File: src/rtl/dmd_pkg.sv
package dmd_pkg;

    localparam int unsigned DEF_A_W = 4;
    localparam int unsigned DEF_M_W = 13;

    // smallest ratio for which every long-modulus count fits under the cycle count
    function automatic int unsigned min_ratio(input int unsigned a_w);
        return (1 << a_w) * ((1 << a_w) - 1);
    endfunction

endpackage

File: src/rtl/dmd_half_stage.sv
module dmd_half_stage (
    input  logic clk,
    input  logic rst_n,
    input  logic half_i,
    output logic tick_o
);

    typedef struct packed {
        logic ph;
    } half_t;

    half_t st_d, st_q;

    always_comb begin
        st_d    = st_q;
        st_d.ph = half_i & ~st_q.ph;
        tick_o  = ~half_i | st_q.ph;
    end

    always_ff @(posedge clk) begin
        if (!rst_n) st_q <= '0;
        else        st_q <= st_d;
    end

endmodule

File: src/rtl/dmd_prescaler.sv
module dmd_prescaler #(
    parameter int unsigned A_W = dmd_pkg::DEF_A_W
) (
    input  logic clk,
    input  logic rst_n,
    input  logic tick_i,
    input  logic mod17_i,
    input  logic restart_i,
    output logic wrap_o
);

    localparam int unsigned PRE_W    = A_W + 1;
    localparam int unsigned PRE_BASE = 1 << A_W;

    typedef struct packed {
        logic [PRE_W-1:0] cnt;
    } pre_t;

    pre_t st_d, st_q;
    logic [PRE_W-1:0] last_val;

    always_comb begin
        st_d     = st_q;
        last_val = mod17_i ? PRE_W'(PRE_BASE) : PRE_W'(PRE_BASE - 1);
        wrap_o   = tick_i & (st_q.cnt == last_val);
        if (restart_i || wrap_o) st_d.cnt = '0;
        else if (tick_i)         st_d.cnt = st_q.cnt + PRE_W'(1);
    end

    always_ff @(posedge clk) begin
        if (!rst_n) st_q <= '0;
        else        st_q <= st_d;
    end

endmodule

File: src/rtl/dmd_swallow_ctl.sv
module dmd_swallow_ctl #(
    parameter int unsigned A_W = dmd_pkg::DEF_A_W,
    parameter int unsigned M_W = dmd_pkg::DEF_M_W
) (
    input  logic                 clk,
    input  logic                 rst_n,
    input  logic                 wrap_i,
    input  logic [A_W+M_W-1:0]   ratio_i,
    input  logic                 half_en_i,
    output logic                 mod17_o,
    output logic                 half_o,
    output logic                 term_o,
    output logic                 pulse_o
);

    localparam int unsigned RATIO_W   = A_W + M_W;
    localparam int unsigned MIN_RATIO = dmd_pkg::min_ratio(A_W);
    localparam logic [RATIO_W-1:0] MIN_R = RATIO_W'(MIN_RATIO);

    typedef struct packed {
        logic           start;
        logic [M_W-1:0] m_left;
        logic [A_W-1:0] a_left;
        logic           half;
        logic           pulse;
    } swl_t;

    swl_t st_d, st_q;
    logic [RATIO_W-1:0] eff;
    logic               term;

    always_comb begin
        st_d       = st_q;
        eff        = (ratio_i < MIN_R) ? MIN_R : ratio_i;
        term       = st_q.start | (wrap_i & (st_q.m_left == M_W'(1)));
        st_d.start = 1'b0;
        st_d.pulse = term & ~st_q.start;
        if (term) begin
            st_d.m_left = eff[RATIO_W-1:A_W];
            st_d.a_left = eff[A_W-1:0];
            st_d.half   = half_en_i;
        end else if (wrap_i) begin
            st_d.m_left = st_q.m_left - M_W'(1);
            if (st_q.a_left != '0) st_d.a_left = st_q.a_left - A_W'(1);
        end
        mod17_o = (st_q.a_left != '0);
        half_o  = st_q.half;
        term_o  = term;
        pulse_o = st_q.pulse;
    end

    always_ff @(posedge clk) begin
        if (!rst_n) begin
            st_q       <= '0;
            st_q.start <= 1'b1;
        end else begin
            st_q <= st_d;
        end
    end

endmodule

File: src/rtl/dmd_divider.sv
module dmd_divider #(
    parameter int unsigned A_W = dmd_pkg::DEF_A_W,
    parameter int unsigned M_W = dmd_pkg::DEF_M_W
) (
    input  logic               clk,
    input  logic               rst_n,
    input  logic [A_W+M_W-1:0] ratio_i,
    input  logic               half_en_i,
    output logic               pulse_o,
    output logic               boundary_o
);

    localparam int unsigned MIN_RATIO = dmd_pkg::min_ratio(A_W);

    logic tick_w;
    logic wrap_w;
    logic mod17_w;
    logic half_w;
    logic term_w;

    dmd_half_stage u_half (
        .clk    (clk),
        .rst_n  (rst_n),
        .half_i (half_w),
        .tick_o (tick_w)
    );

    dmd_prescaler #(.A_W(A_W)) u_pre (
        .clk       (clk),
        .rst_n     (rst_n),
        .tick_i    (tick_w),
        .mod17_i   (mod17_w),
        .restart_i (term_w),
        .wrap_o    (wrap_w)
    );

    dmd_swallow_ctl #(.A_W(A_W), .M_W(M_W)) u_swl (
        .clk       (clk),
        .rst_n     (rst_n),
        .wrap_i    (wrap_w),
        .ratio_i   (ratio_i),
        .half_en_i (half_en_i),
        .mod17_o   (mod17_w),
        .half_o    (half_w),
        .term_o    (term_w),
        .pulse_o   (pulse_o)
    );

    assign boundary_o = term_w;

endmodule

File: config.mk
export PLATFORM = sky130hd
export DESIGN_NAME = dmd_divider
export DESIGN_NICKNAME = d
export VERILOG_FILES = /design/src/rtl/dmd_pkg.sv /design/src/rtl/dmd_half_stage.sv /design/src/rtl/dmd_prescaler.sv /design/src/rtl/dmd_swallow_ctl.sv /design/src/rtl/dmd_divider.sv
export SDC_FILE = /design/constraint.sdc
export NUM_CORES = 1
export LEC_CHECK = 0
export BUFFER_PORTS_ARGS = -buffer_cell sky130_fd_sc_hd__buf_4
export CAP_MARGIN = 0
export CORE_MARGIN = 4
export CORE_UTILIZATION = 51
export DETAILED_ROUTE_END_ITERATION = 16
export PLACE_DENSITY = 0.71
export SYNTH_ARGS = -nofsm -noshare
export SYNTH_HDL_FRONTEND = slang
export SYNTH_SLANG_ARGS = --single-unit
export TNS_END_PERCENT = 30
File: constraint.sdc
create_clock -name clk -period 2.55 [get_ports clk]
set_input_delay 0.3825 -clock clk [delete_from_list [all_inputs] [get_ports clk]]
set_output_delay 0.3825 -clock clk [all_outputs]
set_load 0.005 [all_outputs]
==> results.cfg, run 1 <==
[floorplan]
initial_core_util_pct = 54.4
core_area_sq_um = 2810
ios = 22
die-area_sq_um = 3930
die_h_um = 62.7
die_w_um = 62.7
rows = 19

[sta]
max_freq_mhz = 389
slew_viol_final = 0
worstMarginPinSlew_ps = 444
fin_ws_ps = -21.6
rsz0062_at_grt = yes
whs_ps = 274
final-hold-violation-count = 0
period_share_pct = 101
finalSetupViolations = 1
finalWorstPathRequiredPeriod_ps = 2570
relSlewSlack_pct = 70.2
clock_skew_ps = 15.2

[final_layout]
layout-drive-gt1-share_pct = 30.9
layout_commonest_cell = buf_4
nNetsFinal = 255
syn_to_final_growth_pct = 28.9
diodes = 0
final_cell_mix = buf_4, dfxtp_1, nand2_1

[yosys]
ys_types = 45
syn_nets = 217
ys_seq_elements = 26
ys_warn_count = 0
synth_compound_area_share_pct = 24.0
async_reset_ff_share_pct = 0
yosysSeqAreaShare_pct = 34.1
synth_edf_count = 0
yosys.area_share.simple_pct = 31.1
synth_top_family_by_area = simple AND/OR/NAND/NOR gates
ys.flop_type = dfxtp_1
synthAdderAreaFrac_pct = 3.28
syn-cell-area_sq_um = 1530
avgSynthCellArea_sq_um = 7.90
synthCells = 193
synthMuxAreaShare_pct = 0.738
synth_xor_area_share_pct = 2.30

[place]
place_congestion = 0.930
dpl.hpwl_um = 3190
portBuffers = 21

[critical_path]
crit_type = reg -> out
worstPathRequired_ps = 2170
slowest_stage = or4_4
critPathBufInv = 2
path_cells = or4_4, or4_4, a21oi_4, nor2_4, inv_2, buf_4
ff2ff_path_depth = 7
arrival_ps = 2190
crit_fanout = 3
cp_num_cells = 6
crit_family = simple AND/OR/NAND/NOR gates
max_stage_delay_ps = 560
cpMostUsedCell = or4_4
start_kind = flop
endpoint_kind = primary output

[power_and_ir_drop]
power_uw = 976
clkPwrFrac_pct = 30.1
peakVddDrop_mv = 0.345
power.leakage_uw = 0.000784
combinationalPowerShare_pct = 23.1
p_sw_uw = 274
power_density_nw_per_um2 = 496
p_seq_share_pct = 46.8
swShare_pct = 28.1
internal_power_uw = 702

[hold_path]
holdPathStages = 3
hp-class = in -> reg

[run_status]
outcome = complete, but fails checks
violations = setup timing

[global_route]
antenna_found_initial = 0
grt_pass1_vias = 1557
grt_pass1_wl_um = 7290
overflow = 0
grt_usage_pct = 23.0
grt_max_degree = 16

[drt]
wl_per_cell_um = 17.1
viasPerCell = 6.57
drt-initial-drc-count = 145
wl_met3_um = 341
wl_met1_um = 1970
met2_length_um = 2040
drc = 0
ant_nets = 0
wirelength_um = 4470
top_layer = met4
first_pass_iters = 5
vias = 1715

[clock_network]
cts_inserted_buffers = 3
cts.clk_slew.worst_paths_ps = 160
cts_tree = done
ctsRootBufferMaster = clkbuf_4
clock-sinks = 26
clk-insertion-delay-late_ps = 340
max-clock-path-buffers = 2
htreeDepth = 1
cts_hold_buf = 0

[job]
cap_violations = 0
power groups by stage:
stage / clock [uW] / combinational (uW) / sequential [uW]
3_5_place_dp: 0 / 193 / 463
4_1_cts: 298 / 212 / 455
6_report: 294 / 226 / 456
5_1_grt: 321 / 247 / 459
2_1_floorplan: 0 / 128 / 456
3_3_place_gp: 0 / 188 / 461
worst paths after layout:
kind,end,startpoint,slack [ps]
min reg2reg,u_swl.half_o$_SDFFE_PN0N_,u_swl.half_o$_SDFFE_PN0N_,510
max reg2reg,u_swl.st_q[6]$_SDFFE_PN0P_,u_swl.st_q[11]$_SDFFE_PN0P_,20
min,u_swl.st_q[15]$_SDFFE_PN0P_,ratio_i[13],270
max,boundary_o,u_swl.st_q[11]$_SDFFE_PN0P_,-20
Yosys cell counts (all sizes together), types with 2 or more instances:
cell type  number  area share [%]
dfxtp          26              34
nand2          16             3.9
nor2           15             3.9
o21ai          15             4.9
nand3          14             4.6
a21oi          13             4.5
nor3            9             3.0
clkbuf          8             2.1
inv             7             1.7
a32o            5             3.3
nor4            5             2.1
o31ai           5             2.5
ha              4             3.3
nand4           4             1.6
o211ai          4             2.0
or3             4             1.6
or4             4             2.2
nand4b          3             1.7
xor2            3             1.7
and2            2            0.82
and4            2             1.1
buf             2            0.66
nand2b          2            0.82
o221a           2             1.5
o311ai          2             1.1
or3b            2             1.1
routing by layer:
metal	up-vias	track usage, %
met3	18	2.88
met4	0	7.71
li1	810	-
met5	-	0
met2	90	37.0
met1	797	31.6
layout make-up:
class / instances / area (sq um)
multi-input combinational: 150 / 985
fill: 239 / 840
sequential: 26 / 529
timing repair buffer: 43 / 334
tap: 31 / 38.8
clock inverter: 1 / 30.0
inverter: 7 / 26.3
clock buffer: 3 / 22.5
registers in the layout, indices dropped and copies added (netlist names):
| signal | cells |
|---|---|
| u_swl.pulse_o | 1 |
| u_half.st_q | 1 |
| u_swl.st_q | 18 |
| u_swl.half_o | 1 |
| u_pre.st_q | 5 |
metrics by stage:
stage	setup slack [ps]	setup TNS, ps	instances	area [sq um]	utilization [%]
after floorplan	164	0	193	1530	-
after global placement	108	0	244	1750	62.3
after detailed placement	80.2	0	244	1750	62.3
after CTS	0.469	0	257	1910	68.1
after global routing	-93.8	-251	261	1970	70.1
final	-21.6	-21.6	261	1970	70.1
cells by family after synthesis:
logic type / Yosys count
compound gates: 54
simple gates: 87
buf+inv: 17
flops: 26
mux: 1
xor+xnor: 4
fa+ha+maj: 4
worst register-to-register path, cell delays in order, from the launching register on:
cell and delay (ps):
dfxtp_4 380, or4_4 520, or4_4 560, a21oi_4 170, nor2_4 60, buf_4 170
or3_1 340, a32o_1 260
repair_timing:
action / 4_1_cts / 5_1_grt
gates cloned: 0 / 0
buffers inserted: 9 / 4
pin swaps: 2 / 3
setup endpoints to repair: 1 / 12
gates resized for setup: 14 / 8
Note: power is estimated with default switching activity, not from simulation.
==> run 2, diff against run 1 <==
--- a/config.mk
+++ b/config.mk
@@ -10,7 +10,7 @@
 export CORE_MARGIN = 4
 export CORE_UTILIZATION = 51
 export DETAILED_ROUTE_END_ITERATION = 16
-export PLACE_DENSITY = 0.71
+export PLACE_DENSITY_LB_ADDON = 0.1
 export SYNTH_ARGS = -nofsm -noshare
 export SYNTH_HDL_FRONTEND = slang
 export SYNTH_SLANG_ARGS = --single-unit
==> run 2 against run 1 <==
Effect of this change: the run still ends with setup timing left; utilization fell by 0.089 points; clock-buffer cell count is the same; cell count unchanged; critical endpoint unchanged.
==> results.cfg, run 2 (synthesis gave the netlist of run 1 again) <==
[sta]
relSlewSlack_pct = 66.3
final-hold-violation-count = 0
period_share_pct = 100
finalSetupViolations = 1
fin_ws_ps = -10.2
worstMarginPinSlew_ps = 502
tns_ps = -10.2
clock_skew_ps = 20.1
max_freq_mhz = 391
rsz0062_at_grt = yes
slew_viol_final = 0
whs_ps = 287
finalWorstPathRequiredPeriod_ps = 2560

[critical_path]
ff2ff_path_depth = 9
worstPathRequired_ps = 2170
r2r_slack_ps = 40
reg2reg_from = u_swl.st_q[7]$_SDFFE_PN0P_
crit_type = reg -> out
crit_fanout = 2
endpoint_kind = primary output
arrival_ps = 2180
start_kind = flop
r2r_end = u_swl.st_q[6]$_SDFFE_PN0P_

[global_route]
grt_usage_pct = 22.9
grt_pass1_vias = 1593
grt_pass1_wl_um = 7270
grt_max_degree = 15
overflow = 0
antenna_found_initial = 0

[run_status]
violations = setup timing
outcome = complete, but fails checks

[floorplan]
ios = 22
die_w_um = 62.7
die_h_um = 62.7
die-area_sq_um = 3930
initial_core_util_pct = 54.4
rows = 19
core_area_sq_um = 2810

[clock_network]
cts_tree = done
htreeDepth = 1
ctsRootBufferMaster = clkbuf_4
max-clock-path-buffers = 2
cts.clk_slew.worst_paths_ps = 160
cts_inserted_buffers = 3
clk-insertion-delay-late_ps = 340
clock-sinks = 26

[drt]
first_pass_iters = 4
ant_nets = 0
drc = 0
wl_per_cell_um = 17.5
viasPerCell = 6.58
wirelength_um = 4570
drt-initial-drc-count = 208
vias = 1717

[final_layout]
final_util_pct = 70.0
layout_commonest_cell = buf_4
syn_to_final_growth_pct = 28.7
nNetsFinal = 256
final_cell_mix = buf_4, dfxtp_1, nand2_1
diodes = 0
layout-drive-gt1-share_pct = 30.0
top_register = u_swl.st_q
reg_top3 = u_swl.st_q: 18 flops, u_pre.st_q: 5 flops
largest_reg_flops = 18

[power_and_ir_drop]
power_uw = 879
peakVddDrop_mv = 0.306
power.leakage_uw = 0.000783
power_density_nw_per_um2 = 448

[hold_path]
min_from = ratio_i[11]
holdPathStages = 3
hp-class = in -> reg
whs_endpoint = u_swl.st_q[13]$_SDFFE_PN0P_

[place]
dpl.hpwl_um = 3190
place_congestion = 0.945
portBuffers = 21

[job]
cap_violations = 0
-- run 2: how the worst max path moves through the flow --
| stage | start | end | slack [ps] |
|---|---|---|---|
| global route | u_swl.st_q[7]$_SDFFE_PN0P_ | boundary_o | -90 |
| detailed placement | u_swl.st_q[6]$_SDFFE_PN0P_ | u_swl.st_q[6]$_SDFFE_PN0P_ | 70 |
| CTS | u_swl.st_q[14]$_SDFFE_PN0P_ | boundary_o | 5 |
| floorplan | u_swl.st_q[10]$_SDFFE_PN0P_ | u_swl.st_q[6]$_SDFFE_PN0P_ | 160 |
| finish | u_swl.st_q[7]$_SDFFE_PN0P_ | boundary_o | -10 |
| global placement | u_swl.st_q[15]$_SDFFE_PN0P_ | u_swl.st_q[7]$_SDFFE_PN0P_ | 110 |
-- run 2: metal layers --
metal | share of wire (%) | routed length, um | global-route usage, %
met5 | 0 | 0 | 0
met4 | 1.1 | 48 | 7.99
met3 | 7.5 | 343 | 4.50
met2 | 49 | 2230 | 39.0
met1 | 43 | 1950 | 28.5
-- run 2: power breakdown --
part           switching [uW]  internal, uW  total [uW]
logic                     119           120         240
registers                24.3           430         455
clock network             129          55.5         185
total                     273           606         879
-- run 2: critical path, cell delays in order (launching register included) --
cell,delay (ps)
dfxtp_2,360
inv_2,70
ha_4,120
or3b_4,360
or4_4,540
a21oi_4,180
nor2_4,50
inv_2,80
buf_6,90
-- run 2: layout make-up --
class / instances / area, sq um
fillers: 228 / 842
inverters: 7 / 26.3
flip-flops and latches: 26 / 528
clock buffers: 3 / 22.5
repair buffers: 44 / 359
well taps: 31 / 38.8
multi-input cells: 150 / 988
-- run 2: what timing repair did --
action / CTS / global route
hold buffers: 0 / 0
resized for setup: 13 / 9
setup buffers: 14 / 0
setup endpoints to repair: 1 / 13
pin swaps: 2 / 3
gates cloned: 0 / 1
hold endpoints to repair: 0 / 0
-- run 2: through the flow --
step                instance area, sq um  setup slack, ps  std cells
floorplan                           1530              164        193
global placement                    1750              108        244
detailed placement                  1750             69.2        244
CTS                                 1920             4.78        261
global route                        1960            -86.2        261
finish                              1960            -10.2        261
==> run 3, diff against run 2 <==
--- a/config.mk
+++ b/config.mk
@@ -8,10 +8,12 @@
 export BUFFER_PORTS_ARGS = -buffer_cell sky130_fd_sc_hd__buf_4
 export CAP_MARGIN = 0
 export CORE_MARGIN = 4
-export CORE_UTILIZATION = 51
+export CORE_UTILIZATION = 50
 export DETAILED_ROUTE_END_ITERATION = 16
 export PLACE_DENSITY_LB_ADDON = 0.1
+export SKIP_CTS_REPAIR_TIMING = 1
 export SYNTH_ARGS = -nofsm -noshare
 export SYNTH_HDL_FRONTEND = slang
+export SYNTH_HIERARCHICAL = 1
 export SYNTH_SLANG_ARGS = --single-unit
 export TNS_END_PERCENT = 30
==> run 3 against run 2 <==
Effect of this change: sequential share of layout area decreased by 0.41 points; sequential power about the same; critical endpoint unchanged; power decreased by 5.8%; cell count decreased by 4.2%; global-route usage decreased by 1.1 points; cell area increased by 0.57%; synthesized cell count decreased by 11%; the flow still finishes with violations (setup timing).
==> results.cfg, run 3 <==
[clock_network]
clk-insertion-delay-late_ps = 320
ctsRootBufferMaster = clkbuf_4
htreeDepth = 1
clock-sinks = 26
max-clock-path-buffers = 2
cts_inserted_buffers = 3
cts.clk_slew.worst_paths_ps = 140
cts_tree = done

[drt]
viasPerCell = 5.86
ant_nets = 0
wl_per_cell_um = 15.2
vias = 1465
wirelength_um = 3790
drt-initial-drc-count = 120
first_pass_iters = 5
drc = 0

[yosys]
synth_xor_area_share_pct = 7.19
yosysSeqAreaShare_pct = 35.6
synthMuxAreaShare_pct = 0
synth.most_common_cell = dfxtp_1
synth_top_family_by_area = simple AND/OR/NAND/NOR gates
ys_top_cells_by_count = dfxtp_1, nand2_1, o21ai_0
yosys.area_share.simple_pct = 31.8
syn-cell-area_sq_um = 1460
ys_warn_count = 6
async_reset_ff_share_pct = 0
synth_top_area_share_pct = 35.6
yosysTopAreaCell = dfxtp_1
ys_top_cells_by_area = dfxtp_1, ha_1, xor2_1
avgSynthCellArea_sq_um = 8.55
synth_compound_area_share_pct = 16.7
ys_seq_elements = 26
synth_edf_count = 0
synthCells = 171
synthAdderAreaFrac_pct = 4.28
ys.flop_type = dfxtp_1
syn_nets = 196
ys_types = 45

[final_layout]
largest_reg_flops = 18
nNetsFinal = 245
reg_top3 = u_swl/st_q: 18 flops, u_pre/st_q: 5 flops
top_register = u_swl/st_q
instances_no_fill = 250
final_util_pct = 71.0
syn_to_final_growth_pct = 35.1
final_cell_mix = buf_4, dfxtp_1, nand2_1
layout-drive-gt1-share_pct = 35.2
diodes = 0
layout_commonest_cell = buf_4

[sta]
max_freq_mhz = 326
relSlewSlack_pct = 54.3
fin_ws_ps = -519
worstMarginPinSlew_ps = 679
finalWorstPathRequiredPeriod_ps = 3070
period_share_pct = 120
final-hold-violation-count = 0
clock_skew_ps = 5.14
finalSetupViolations = 24
rsz0062_at_grt = yes
whs_ps = 272
slew_viol_final = 0

[place]
place_congestion = 0.892
portBuffers = 21
dp_slack_ps = -327
dp_cells = 241
dpl.hpwl_um = 2880

[critical_path]
crit_type = reg -> out
worstPathRequired_ps = 2170
endpoint_kind = primary output
start_kind = flop
ff2ff_path_depth = 10
arrival_ps = 2690
crit_fanout = 6

[global_route]
grt_usage_pct = 21.8
antenna_found_initial = 0
overflow = 0
grt_max_degree = 19
grt_pass1_vias = 1424
grt_pass1_wl_um = 6270

[floorplan]
die_w_um = 62.1
die_h_um = 62.1
rows = 19
die-area_sq_um = 3850
initial_core_util_pct = 52.5
core_area_sq_um = 2780
ios = 22

[job]
cap_violations = 0

[power_and_ir_drop]
peakVddDrop_mv = 0.406
power.leakage_uw = 0.000792
power_density_nw_per_um2 = 420

[run_status]
violations = setup timing
outcome = complete, but fails checks

[hold_path]
hp-class = in -> reg
holdPathStages = 2
## run 3: logic make-up (layout without fill, tap and decap cells)
| family | Yosys count | count (layout) |
|---|---|---|
| XOR/XNOR | 12 | 12 |
| AO/OA/AOI/OAI | 38 | 38 |
| flip-flops | 26 | 26 |
| buffers and inverters | 14 | 62 |
| adder cells (fa/ha/maj) | 5 | 5 |
| AND/OR/NAND/NOR | 76 | 76 |
## run 3: worst paths after layout
path	startpoint	to	slack, ps
worst min-delay path	ratio_i[1]	u_swl/st_q[3]$_SDFFE_PN0P_	270
worst max register to register	u_swl/st_q[2]$_SDFFE_PN0P_	u_swl/st_q[15]$_SDFFE_PN0P_	-400
worst max-delay path	u_swl/st_q[2]$_SDFFE_PN0P_	boundary_o	-520
worst min register to register	u_swl/half_o$_SDFFE_PN0P_	u_swl/half_o$_SDFFE_PN0P_	480
## run 3: power breakdown
part	leakage [uW]	switching, uW	internal, uW	total [uW]
registers	0.000215	24.7	429	453
logic	0.000556	79.3	85.0	164
clock network	0.0000210	124	87.3	211
total	0.000792	227	601	828
## run 3: area by class of cell
| type | count | area [sq um] |
|---|---|---|
| Fill cell | 234 | 807 |
| Sequential cell | 26 | 523 |
| Timing Repair Buffer | 50 | 383 |
| Clock buffer | 4 | 36.3 |
| Inverter | 8 | 30.0 |
| Tap cell | 31 | 38.8 |
| Multi-Input combinational cell | 131 | 963 |
## run 3: routing by layer
metal	routed length [um]	GRT usage, %	vias to the layer above
met1	1740	29.2	690
met4	20	7.27	0
met2	1860	35.8	48
met3	169	3.10	2
li1	-	-	725
met5	0	0	-
## run 3: critical path, cell delays in order, from the launching register on
cell and delay [ps]:
dfxtp_2 350, inv_2 70, ha_4 130, or3b_4 370
or4_4 440, a21boi_4 160, nor4b_4 250, and4_1 240
buf_6 130, nor2_4 40, inv_2 80, buf_4 100
## run 3: per-stage QoR
stage | setup TNS [ps] | cell area (sq um) | total power (uW)
CTS | -5490 | 1870 | 818
global route | -7400 | 1970 | 874
global placement | -2830 | 1830 | 603
detailed placement | -4440 | 1830 | 609
floorplan | -2290 | 1500 | 537
finish | -4250 | 1970 | 828
